### src/rtl/nibble_latch_pkg.sv
// Package: shared sizes and the pairing phase type for the byte latch.
// Assumes one address field and two equal nibbles per byte.
package nibble_latch_pkg;
    localparam int ADDR_W = 3;
    localparam int NIB_W  = 4;
    localparam int BYTE_W = 2 * NIB_W;

    typedef enum logic {
        PHASE_LOW  = 1'b0,
        PHASE_HIGH = 1'b1
    } phase_t;
endpackage

### src/rtl/nl_frame_pairer.sv
// Module: pairs decoded frames into bytes.
// What it does: a strap-matching frame with no half pending is kept as the
// low nibble. The next frame of any address closes the pair. The pair
// completes only when that frame's address equals the kept one; otherwise
// it is dropped.
// Assumes: frm_valid is high for one cycle per frame.
module nl_frame_pairer
    import nibble_latch_pkg::*;
#(
    parameter int A_W = ADDR_W,
    parameter int N_W = NIB_W,
    localparam int B_W = 2 * N_W
) (
    input  logic           clk,
    input  logic           rst_n,
    input  logic [A_W-1:0] strap_addr,
    input  logic           frm_valid,
    input  logic [A_W-1:0] frm_addr,
    input  logic [N_W-1:0] frm_nib,
    output logic           byte_stb,
    output logic [B_W-1:0] byte_val
);
    phase_t         phase_q;
    logic [A_W-1:0] pend_addr_q;
    logic [N_W-1:0] pend_nib_q;
    logic           take_first;
    logic           close_pair;

    // Classify the incoming frame against the pairing phase.
    always_comb begin
        take_first = frm_valid && (phase_q == PHASE_LOW) && (frm_addr == strap_addr);
        close_pair = frm_valid && (phase_q == PHASE_HIGH);
        byte_stb   = close_pair && (frm_addr == pend_addr_q);
        byte_val   = {frm_nib, pend_nib_q};
    end

    // Track the pending low half and the phase.
    always_ff @(posedge clk) begin
        if (!rst_n) begin
            phase_q     <= PHASE_LOW;
            pend_addr_q <= '0;
            pend_nib_q  <= '0;
        end else if (take_first) begin
            phase_q     <= PHASE_HIGH;
            pend_addr_q <= frm_addr;
            pend_nib_q  <= frm_nib;
        end else if (close_pair) begin
            phase_q     <= PHASE_LOW;
        end
    end

    // a foreign frame never completes a byte.
    p_no_foreign_byte_r3: assert property (@(posedge clk) disable iff (!rst_n)
        (frm_valid && (frm_addr != strap_addr)) |-> !byte_stb);

    // a completed byte always follows a kept half with the same address.
    p_pair_same_addr_r4: assert property (@(posedge clk) disable iff (!rst_n)
        byte_stb |-> (pend_addr_q == strap_addr));
endmodule

### src/rtl/nl_data_reg.sv
// Module: holds the latched byte and raises the change acknowledge.
// What it does: loads a completed byte and pulses ack for one cycle when
// the loaded value differs from the held one.
// Assumes: byte_stb never comes on two consecutive cycles (two frames per byte).
module nl_data_reg #(
    parameter int B_W = nibble_latch_pkg::BYTE_W
) (
    input  logic           clk,
    input  logic           rst_n,
    input  logic           byte_stb,
    input  logic [B_W-1:0] byte_val,
    output logic [B_W-1:0] held,
    output logic           ack
);
    // Load a new byte and flag a real change.
    always_ff @(posedge clk) begin
        if (!rst_n) begin
            held <= '0;
            ack  <= 1'b0;
        end else begin
            ack <= byte_stb && (byte_val != held);
            if (byte_stb) begin
                held <= byte_val;
            end
        end
    end

    // the acknowledge is a single-cycle pulse.
    p_ack_single_r2: assert property (@(posedge clk) disable iff (!rst_n)
        ack |=> !ack);

    // an acknowledge only accompanies a changed byte.
    p_ack_on_change_r5: assert property (@(posedge clk) disable iff (!rst_n)
        ack |-> (held != $past(held)));

    // with no completed pair the held byte stays put.
    p_hold_r4: assert property (@(posedge clk) disable iff (!rst_n)
        !byte_stb |=> $stable(held));
endmodule

### src/rtl/nl_pad_bank.sv
// Module: per-pin output model.
// What it does: turns each held bit into a pin level and an output enable
// for push-pull or open-collector mode, with disable and reset overrides.
// Assumes: a released open-collector pin is pulled high outside the block.
module nl_pad_bank #(
    parameter int B_W = nibble_latch_pkg::BYTE_W
) (
    input  logic           clk,
    input  logic           rst_n,
    input  logic           pp_sel,
    input  logic           out_dis,
    input  logic [B_W-1:0] held,
    output logic [B_W-1:0] pin_o,
    output logic [B_W-1:0] pin_oe
);
    logic drive_pp;
    logic drive_oc;

    // Shared mode decode for all pins.
    always_comb begin
        drive_pp = pp_sel && !out_dis;
        drive_oc = !pp_sel && !out_dis && rst_n;
    end

    for (genvar i = 0; i < B_W; i++) begin : g_pin
        // One pin: enable and level from mode, reset and held bit.
        always_comb begin
            pin_oe[i] = drive_pp || (drive_oc && held[i]);
            pin_o[i]  = drive_pp && rst_n && held[i];
        end
    end

    // an open-collector pin never drives high.
    p_oc_no_high_r6: assert property (@(posedge clk) disable iff (!rst_n)
        !pp_sel |-> (pin_o == '0));

    // disabled pins are all off.
    p_off_r8: assert property (@(posedge clk) disable iff (!rst_n)
        out_dis |-> (pin_oe == '0));

    // during reset no pin drives high.
    p_reset_low_r9: assert property (@(posedge clk)
        !rst_n |-> (pin_o == '0));
endmodule

### src/rtl/nibble_pair_latch.sv
// Module: top of the addressed two-frame byte latch.
// What it does: chains the frame pairer, the data register and the pin bank.
// Assumes: frames arrive already decoded, one strobe each.
module nibble_pair_latch
    import nibble_latch_pkg::*;
#(
    parameter int A_W = ADDR_W,
    parameter int N_W = NIB_W,
    localparam int B_W = 2 * N_W
) (
    input  logic           clk,
    input  logic           rst_n,
    input  logic [A_W-1:0] strap_addr,
    input  logic           frm_valid,
    input  logic [A_W-1:0] frm_addr,
    input  logic [N_W-1:0] frm_nib,
    input  logic           pp_sel,
    input  logic           out_dis,
    output logic [B_W-1:0] pin_o,
    output logic [B_W-1:0] pin_oe,
    output logic           ack
);
    logic           byte_stb;
    logic [B_W-1:0] byte_val;
    logic [B_W-1:0] held;

    nl_frame_pairer #(.A_W(A_W), .N_W(N_W)) u_pairer (
        .clk(clk), .rst_n(rst_n), .strap_addr(strap_addr),
        .frm_valid(frm_valid), .frm_addr(frm_addr), .frm_nib(frm_nib),
        .byte_stb(byte_stb), .byte_val(byte_val)
    );

    nl_data_reg #(.B_W(B_W)) u_data (
        .clk(clk), .rst_n(rst_n), .byte_stb(byte_stb), .byte_val(byte_val),
        .held(held), .ack(ack)
    );

    nl_pad_bank #(.B_W(B_W)) u_pads (
        .clk(clk), .rst_n(rst_n), .pp_sel(pp_sel), .out_dis(out_dis),
        .held(held), .pin_o(pin_o), .pin_oe(pin_oe)
    );
endmodule

### config.mk
export PLATFORM = sky130hd
export DESIGN_NAME = nibble_pair_latch
export DESIGN_NICKNAME = d
export VERILOG_FILES = /design/src/rtl/nibble_latch_pkg.sv /design/src/rtl/nl_frame_pairer.sv /design/src/rtl/nl_data_reg.sv /design/src/rtl/nl_pad_bank.sv /design/src/rtl/nibble_pair_latch.sv
export SDC_FILE = /design/constraint.sdc
export NUM_CORES = 1
export LEC_CHECK = 0
export BUFFER_PORTS_ARGS = -buffer_cell sky130_fd_sc_hd__buf_2
export CAP_MARGIN = 15
export CORE_UTILIZATION = 43
export DETAILED_ROUTE_END_ITERATION = 7
export GPL_ROUTABILITY_DRIVEN = 0
export PLACE_DENSITY = 0.77
export SYNTH_ARGS = -nofsm -noshare
export SYNTH_HDL_FRONTEND = slang
export SYNTH_SLANG_ARGS = --single-unit
### constraint.sdc
create_clock -name clk -period 1.2 [get_ports clk]
set_input_delay 0.24 -clock clk [delete_from_list [all_inputs] [get_ports clk]]
set_output_delay 0.24 -clock clk [all_outputs]
set_load 0.02 [all_outputs]
After elaboration in Yosys (flattened, before gate mapping)
Cells that the tools add are included.

storage, ports and cells
  bits in registers = 17
  output and inout bits = 17

cells by class
  equality and inequality tests = 3
  mux-type cells = 2
  bitwise gates (word level) = 1
  reductions and logical operators = 36

operator list
  operator               count
  logical AND 1 bit      25
  logical OR 1 bit       8
  inequality test 8 bit  1
  equality test 3 bit    2
  zero test 1 bit        2
  two-way mux 1 bit      2
  nonzero test 2 bit     1
  NOT 1 bit              1

Longest topological paths before layout
Gate-level depths: netlist of run 1.

  depth in word-level cells = 5
  gate-level depth with buffers = 4

Modules after synthesis
Synthesis of run 1 repeated with hierarchy kept, for this count alone.

second synthesis, totals
  cell total of the unflattened synthesis = 122
  area total of the unflattened synthesis = 1019.7 um^2

modules (own cells, without submodules)
  module           instances  cells each  area an instance (um^2)  sequential area each (um^2)
  nl_frame_pairer  1          46          420.4                    160.2
  nl_data_reg      1          38          409.1                    180.2
  nl_pad_bank      1          38          190.2                    0.0

Worst setup path after synthesis of run 1
No wires, ideal clock.

  path kind = in2out
  start = input port rst_n
  end = output port pin_oe[0]
  arrival = 1072 ps
  setup slack = -112 ps
  stages on the path = 4
  path buffers = 2
  path through = clkbuf_1 > clkbuf_1 > a21oi_1 > nor2_1

on the way
  longest elaborated chain between the ends = 3

ends and longest elaborated chain
  item               RTL line                 source
  from (decl)        nibble_pair_latch.sv:12  input logic rst_n,
  logical AND 1 bit  nl_pad_bank.sv:22        drive_oc = !pp_sel && !out_dis && rst_n;
  logical AND 1 bit  nl_pad_bank.sv:28        pin_oe[i] = drive_pp || (drive_oc && held[i]);
  logical OR 1 bit   nl_pad_bank.sv:28
  to (decl)          nibble_pair_latch.sv:20  output logic [B_W-1:0] pin_oe,

No other way between the ends.

Final worst setup path of run 1
  start = register u_pairer.pend_addr_q[1]
  end = register u_data.held[2]

on the way
  longest elaborated chain between the ends = 2

ends and longest elaborated chain
  item                    RTL line               source
  from (decl)             nl_frame_pairer.sv:24  logic [A_W-1:0] pend_addr_q;
  from (signal assigned)  nl_frame_pairer.sv:45  pend_addr_q <= frm_addr;
  equality test 3 bit     nl_frame_pairer.sv:33  byte_stb = close_pair && (frm_addr == pend_addr_q);
  logical AND 1 bit       nl_frame_pairer.sv:33
  to (signal assigned)    nl_data_reg.sv:23      held <= byte_val;
  to (decl)               nl_data_reg.sv:12      output logic [B_W-1:0] held,

No other way between the ends.
A chain may end at the register's enable or synchronous reset.

==> flow_metrics.py, run 1 <==
metrics = {
    "pwr": {
        "p_comb_share_pct": 21.7,
        "power.density_cell_area_mw_per_mm2": 768,
        "swShare_pct": 28.7,
        "p_clk_share_pct": 27.1,
        "p_int_mw": 0.791,
        "p_leak_nw": 0.586,
        "seqPwrFrac_pct": 51.2,
        "ir_worst_vdd_mv": 0.703,
        "p_sw_mw": 0.319,
    },
    "clock_tree": {
        "cts-buffers-inserted": 3,
        "cts.clk_slew.worst_paths_ns": 0.10,
        "cts-root-buf": "clkbuf_4",
        "clk_latency_ns": 0.28,
        "cts_buffer_depth": 2,
        "cts.htree.levels": 1,
        "cts_tree": "yes",
        "clkSinkCount": 17,
    },
    "drt": {
        "routed_wl_mm": 2.49,
        "drc_errors": 0,
        "wl_per_cell_um": 14.1,
        "via_per_inst": 5.12,
        "drt_iter0_markers": 12,
        "vias": 901,
        "ant_nets": 0,
        "drtPass1Iterations": 4,
    },
    "worst_setup_path": {
        "crit_path_start": "u_pairer.pend_addr_q[1]$_SDFFE_PN0P_",
        "crit_fanout": 9,
        "worstSetupPathType": "reg2reg",
        "r2r-start": "u_pairer.pend_addr_q[1]$_SDFFE_PN0P_",
        "startpoint_type": "register",
        "cp.required_ns": 1.41,
        "r2r_cells": 4,
        "crit_path_end_kind": "register",
        "cp.arrival_ns": 1.49,
    },
    "sta": {
        "finalSetupViolCount": 14,
        "finalHoldViolCount": 0,
        "slew_headroom_pct": 82.2,
        "post-route-min-period_ns": 1.27,
        "tightest_slew_ns": 0.267,
        "holdWs_ns": 0.226,
        "grt_setup_unrepaired": "true",
        "worst_slack_ns": -0.0745,
        "fmax_mhz": 785,
        "period_share_pct": 106,
        "finalClockSkew_ns": 0.00656,
        "slew_viol_final": 0,
    },
    "die": {
        "num_io_pins": 32,
        "dieArea_mm2": 0.00234,
        "die_h_um": 48.4,
        "initial_core_util_pct": 46.3,
        "coreArea_mm2": 0.00200,
        "num_rows": 16,
        "die_w_um": 48.4,
    },
    "worst_hold_path": {
        "hold_class": "in2reg",
        "hp-start": "frm_addr[2]",
        "holdPathStages": 3,
    },
    "logic_synthesis": {
        "syn-num-nets": 124,
        "syn_inst": 109,
        "yosys_warnings": 0,
        "syn_avg_cell_area_um2": 8.49,
        "ys_ff_latch": 17,
        "ys_types": 18,
        "synth_area_um2": 926,
        "ys_seq_area_share_pct": 36.8,
    },
    "finish": {
        "final_area_mm2": 0.00145,
        "diodes": 0,
        "fin_util_pct": 72.2,
        "final_layout_size_suffix_gt1_share_pct": 56.4,
        "area_growth_pct": 56.1,
        "nets": 165,
    },
    "global_routing": {
        "grt_pass1_vias": 931,
        "grt_max_degree": 18,
        "grt_pass1_wl_mm": 4.00,
        "antenna_found_initial": 0,
        "overflow": 0,
        "globalRouteTotalUtil_pct": 22.2,
    },
    "outcome": {
        "violations": "setup timing",
        "status": "finished, violations left",
    },
    "placement": {
        "placed_area_mm2": 0.00120,
        "port_buffers": 31,
        "dp_hpwl_mm": 1.63,
    },
    "flow_run": {
        "maxCapViolCount": 0,
    },
}
==> timing repair <==
action	CTS	global route
gates resized for setup	39	25
endpoints found under the setup margin	26	32
pin swaps	7	13
cloned	0	0
hold buffers	0	0
buffers inserted	2	2
==> synth_stat cells <==
cell / number / area [um^2]
nand2b_1: 1 / 6.26
buf_2: 1 / 5.00
nor4_4: 1 / 21.3
nor2b_1: 1 / 6.26
xor2_1: 6 / 52.6
o21a_1: 1 / 7.51
nand4_1: 2 / 12.5
mux2i_1: 15 / 150
nor4_1: 1 / 6.26
and2_1: 8 / 50.1
and3b_1: 1 / 8.76
xnor2_1: 8 / 70.1
a21oi_1: 8 / 40.0
clkbuf_1: 6 / 22.5
o211a_1: 1 / 10.0
nand2_1: 23 / 86.3
nor2_1: 8 / 30.0
dfxtp_1: 17 / 340
==> per-stage QoR <==
step	power, mW	cells	setup TNS, ns	setup slack, ns
6_report	1.11	176	-0.471	-0.0745
2_1_floorplan	0.714	109	-0.351	-0.0491
3_3_place_gp	0.791	168	-2.46	-0.122
4_1_cts	1.10	174	-0.697	-0.0574
3_5_place_dp	0.795	168	-2.93	-0.147
5_1_grt	1.16	176	-1.59	-0.151
==> power groups by stage <==
stage | combinational, mW | sequential [mW] | clock [mW]
final | 0.240 | 0.568 | 0.301
after global routing | 0.257 | 0.569 | 0.337
after CTS | 0.216 | 0.574 | 0.309
after detailed placement | 0.203 | 0.592 | 0
after global placement | 0.199 | 0.591 | 0
after floorplan | 0.123 | 0.591 | 0
==> worst paths after layout <==
kind                            slack [ns]                                   end
worst max-delay path                 -0.07           u_data.held[2]$_SDFFE_PN0P_
worst max register to register       -0.07           u_data.held[2]$_SDFFE_PN0P_
worst min-delay path                  0.23  u_pairer.pend_addr_q[2]$_SDFFE_PN0P_
worst min register to register        0.47  u_pairer.pend_addr_q[1]$_SDFFE_PN0P_
==> cell type report <==
type | instances | area [um^2]
clock buffer | 3 | 22.5
clock inverter | 1 | 5.00
fill | 151 | 557
multi-input combinational | 85 | 677
sequential | 17 | 364
tap | 27 | 33.8
timing repair buffer | 43 | 343
==> routing by layer <==
metal | up-vias | wire length [um] | global-route usage, % | part of all wire [%]
met5 | - | 0 | 0 | 0
met4 | 0 | 30 | 7.35 | 1.2
met3 | 4 | 139 | 4.72 | 5.6
met2 | 36 | 1310 | 42.0 | 52
met1 | 421 | 1010 | 24.3 | 41
li1 | 440 | - | - | -
==> placed cells by master, fill, tap and decap left out, types with 3 or more instances in the layout <==
master / n
nand2_1: 23
a21oi_2: 5
nor2_2: 8
buf_2: 16
buf_4: 11
buf_6: 16
xnor2_1: 8
dfxtp_2: 4
xor2_1: 5
dfxtp_1: 8
and2_4: 8
a21oi_4: 3
dfxtp_4: 5
mux2i_1: 15
clkbuf_4: 3
==> sequential cells by signal, indices dropped and copies added, names as in the netlist <==
| signal | cells |
|---|---|
| u_data.ack | 1 |
| u_pairer.phase_q | 1 |
| u_data.held | 8 |
| u_pairer.pend_addr_q | 3 |
| u_pairer.pend_nib_q | 4 |
==> logic make-up (layout without fill, tap and decap cells) <==
| family | after synthesis | after routing | synth area share [%] |
|---|---|---|---|
| simple gates | 46 | 46 | 24.6 |
| flops | 17 | 17 | 36.8 |
| mux | 15 | 15 | 16.2 |
| xor+xnor | 14 | 14 | 13.2 |
| compound gates | 10 | 10 | 6.22 |
| buf+inv | 7 | 47 | 2.97 |
==> worst max-delay path: stages, from the launching register on <==
cell and delay [ns]:
dfxtp_2 0.33, xor2_1 0.16, nor4_2 0.26, buf_4 0.24, mux2i_1 0.22
Power figures use the tool's default switching activity.
==> inputs of run 2 (changes only) <==
--- a/config.mk
+++ b/config.mk
@@ -5,12 +5,13 @@
 export SDC_FILE = /design/constraint.sdc
 export NUM_CORES = 1
 export LEC_CHECK = 0
+export ABC_AREA = 1
 export BUFFER_PORTS_ARGS = -buffer_cell sky130_fd_sc_hd__buf_2
 export CAP_MARGIN = 15
-export CORE_UTILIZATION = 43
+export CORE_UTILIZATION = 46
 export DETAILED_ROUTE_END_ITERATION = 7
 export GPL_ROUTABILITY_DRIVEN = 0
-export PLACE_DENSITY = 0.77
+export PLACE_DENSITY = 0.78
 export SYNTH_ARGS = -nofsm -noshare
 export SYNTH_HDL_FRONTEND = slang
 export SYNTH_SLANG_ARGS = --single-unit
==> run 2 against run 1 <==
Count of clock-buffer cells in the layout is the same. Total power increased by 10%. Register-to-register slack improved by 0.16 ns. Cell area up 11%. Sequential share of layout area down 3.2 points. Critical endpoint is now pin_oe[0]. Fmax rose by 2.6%. The run still ends with setup timing left. Combinational power increased by 30%. Die area rose by 16%. Sequential power grew 4.2%. Clock skew increased by 0.0030 ns.
==> flow_metrics.py, run 2 <==
metrics = {
    "placement": {
        "dp_hpwl_mm": 1.72,
        "placed_area_mm2": 0.00133,
        "dp_slack_ns": -0.00486,
        "dp.cells": 246,
        "port_buffers": 31,
    },
    "pwr": {
        "swShare_pct": 32.1,
        "p_int_mw": 0.828,
        "p_leak_nw": 0.779,
        "power.density_cell_area_mw_per_mm2": 760,
        "seqPwrFrac_pct": 48.5,
        "p_sw_mw": 0.392,
        "ir_worst_vdd_mv": 0.586,
        "p_clk_share_pct": 26.0,
        "p_comb_share_pct": 25.5,
    },
    "drt": {
        "drc_errors": 0,
        "wl_per_cell_um": 10.4,
        "vias": 1258,
        "via_per_inst": 4.77,
        "ant_nets": 0,
        "routed_wl_mm": 2.75,
        "drtPass1Iterations": 4,
        "drt_iter0_markers": 21,
    },
    "finish": {
        "top_register": "u_data.held",
        "top_regs": "u_data.held (8), u_pairer.pend_nib_q (4), u_pairer.pend_addr_q (3)",
        "final_layout_size_suffix_gt1_share_pct": 42.4,
        "diodes": 0,
        "fin_util_pct": 69.9,
        "area_growth_pct": 38.7,
        "final_common_cell": "nand2_1",
        "final_area_mm2": 0.00161,
        "stdcell_count": 264,
        "largest_reg_flops": 8,
        "nets": 252,
        "final_cell_mix": "nand2_1 (58), nor2_1 (27), buf_4 (24)",
    },
    "sta": {
        "slew_viol_final": 0,
        "finalClockSkew_ns": 0.00954,
        "totalNegativeSetupSlack_ns": -0.103,
        "tightest_slew_ns": 0.341,
        "period_share_pct": 104,
        "grt_setup_unrepaired": "true",
        "finalHoldViolCount": 0,
        "fmax_mhz": 805,
        "worst_slack_ns": -0.0423,
        "finalSetupViolCount": 4,
        "slew_headroom_pct": 77.2,
        "post-route-min-period_ns": 1.24,
    },
    "clock_tree": {
        "clk_latency_ns": 0.30,
        "cts-buffers-inserted": 3,
        "cts.htree.levels": 1,
        "cts_tree": "yes",
        "cts_buffer_depth": 2,
        "clkSinkCount": 17,
        "cts-root-buf": "clkbuf_4",
        "cts.clk_slew.worst_paths_ns": 0.11,
    },
    "logic_synthesis": {
        "ys_seq_area_share_pct": 29.4,
        "synth_ff_type": "dfxtp_1",
        "synth_top_area_cell": "dfxtp_1",
        "ys_ff_latch": 17,
        "synth_area_mm2": 0.00116,
        "syn_inst": 189,
        "yosys_warnings": 0,
        "synth_edf_count": 0,
        "synthMostInstantiatedCell": "nand2_1",
        "ys_types": 18,
        "yosys-top-cells-area": "dfxtp_1 (29%), nand2_1 (19%), nor2_1 (10%), inv_1 (7.5%), nand3_1 (6.9%)",
        "synth_common_cells": "nand2_1 (60), nor2_1 (32), inv_1 (23), dfxtp_1 (17), nand3_1 (16)",
        "syn-num-nets": 204,
        "synth_top_area_share_pct": 29.4,
        "syn_avg_cell_area_um2": 6.12,
        "async_flop_share_pct": 0,
    },
    "worst_setup_path": {
        "cp.buffers_inverters": 2,
        "cp_cell_sequence": "inv_2 > o21ai_2 > buf_6",
        "crit_fanout": 3,
        "r2r_slack_ns": 0.09,
        "critPathMaxStageDelay_ns": 0.35,
        "cp.required_ns": 0.96,
        "cp_slowest_cell": "dfxtp_2",
        "startpoint_type": "register",
        "cp.arrival_ns": 1.00,
        "crit_path_end_kind": "output port",
        "critPathTopFamily": "flip-flops",
        "worstSetupPathType": "reg2out",
    },
    "die": {
        "num_io_pins": 32,
        "die_w_um": 52.2,
        "die_h_um": 52.2,
        "initial_core_util_pct": 50.4,
        "coreArea_mm2": 0.00230,
        "dieArea_mm2": 0.00272,
        "num_rows": 17,
    },
    "global_routing": {
        "grt_pass1_wl_mm": 4.49,
        "globalRouteTotalUtil_pct": 22.1,
        "grt_pass1_vias": 1063,
        "antenna_found_initial": 0,
        "overflow": 0,
        "grt_max_degree": 18,
    },
    "flow_run": {
        "maxCapViolCount": 0,
    },
    "outcome": {
        "violations": "setup timing",
        "status": "finished, violations left",
    },
    "worst_hold_path": {
        "hold_class": "in2reg",
    },
}
[run 2: cells by family (layout without fill, tap and decap cells)]
kind of cell    count (synthesis)  after routing  synth area share (%)
compound gates                 24             24                  13.2
buf+inv                        33             80                  14.1
flops                          17             17                  29.4
simple gates                  115            115                  43.4
[run 2: area by class of cell]
class | instances | area [um^2]
Fill cell | 195 | 692
Multi-Input combinational cell | 139 | 686
Timing Repair Buffer | 49 | 403
Sequential cell | 17 | 353
Inverter | 27 | 101
Tap cell | 28 | 35.0
Clock buffer | 3 | 22.5
Clock inverter | 1 | 5.00
[run 2: timing repair]
action                     in CTS  in global routing
hold buffers                    0                  0
resized for setup              29                 30
setup endpoints to repair      19                 32
gates cloned                    0                  0
pin swaps                       8                 12
buffers inserted               10                  4
[run 2: worst register-to-register path, stage by stage, from the launching register on]
cell and delay, ns:
dfxtp_2 0.37, inv_2 0.03, nand2_1 0.06, nand2_2 0.08, nor2_8 0.15, buf_12 0.14
nand3_1 0.07, nand2_1 0.06, nor2_1 0.04
[run 2: stage by stage]
stage / hold slack (ns) / total power, mW
6_report: 0.195 / 1.22
5_1_grt: 0.214 / 1.29
4_1_cts: 0.205 / 1.20
3_5_place_dp: 0.472 / 0.876
3_3_place_gp: 0.468 / 0.874
2_1_floorplan: 0.414 / 0.806
[run 2: path summary, 6_finish.rpt]
check,from,to,depth (start not counted)
setup reg to reg,u_pairer.pend_addr_q[2]$_SDFFE_PN0P_,u_data.held[4]$_SDFFE_PN0P_,8
hold / removal,frm_valid,u_pairer.phase_q$_SDFFE_PN0P_,4
setup / recovery,u_data.held[0]$_SDFFE_PN0P_,pin_oe[0],3
hold reg to reg,u_pairer.phase_q$_SDFFE_PN0P_,u_pairer.phase_q$_SDFFE_PN0P_,2
[run 2: per-layer routing]
metal	up-vias	track usage, %	share of wire [%]
met2	30	38.7	50
met5	-	0	0
met1	551	26.5	45
li1	675	-	-
met3	2	6.14	5.0
met4	0	5.26	0.55
[run 2: power by group through the flow]
stage                     registers, mW  logic, mW  clock network [mW]
final                             0.592      0.311               0.317
after detailed placement          0.605      0.271                   0
after global placement            0.604      0.269                   0
after CTS                         0.591      0.289               0.316
after global routing              0.595      0.347               0.352
after floorplan                   0.602      0.204                   0
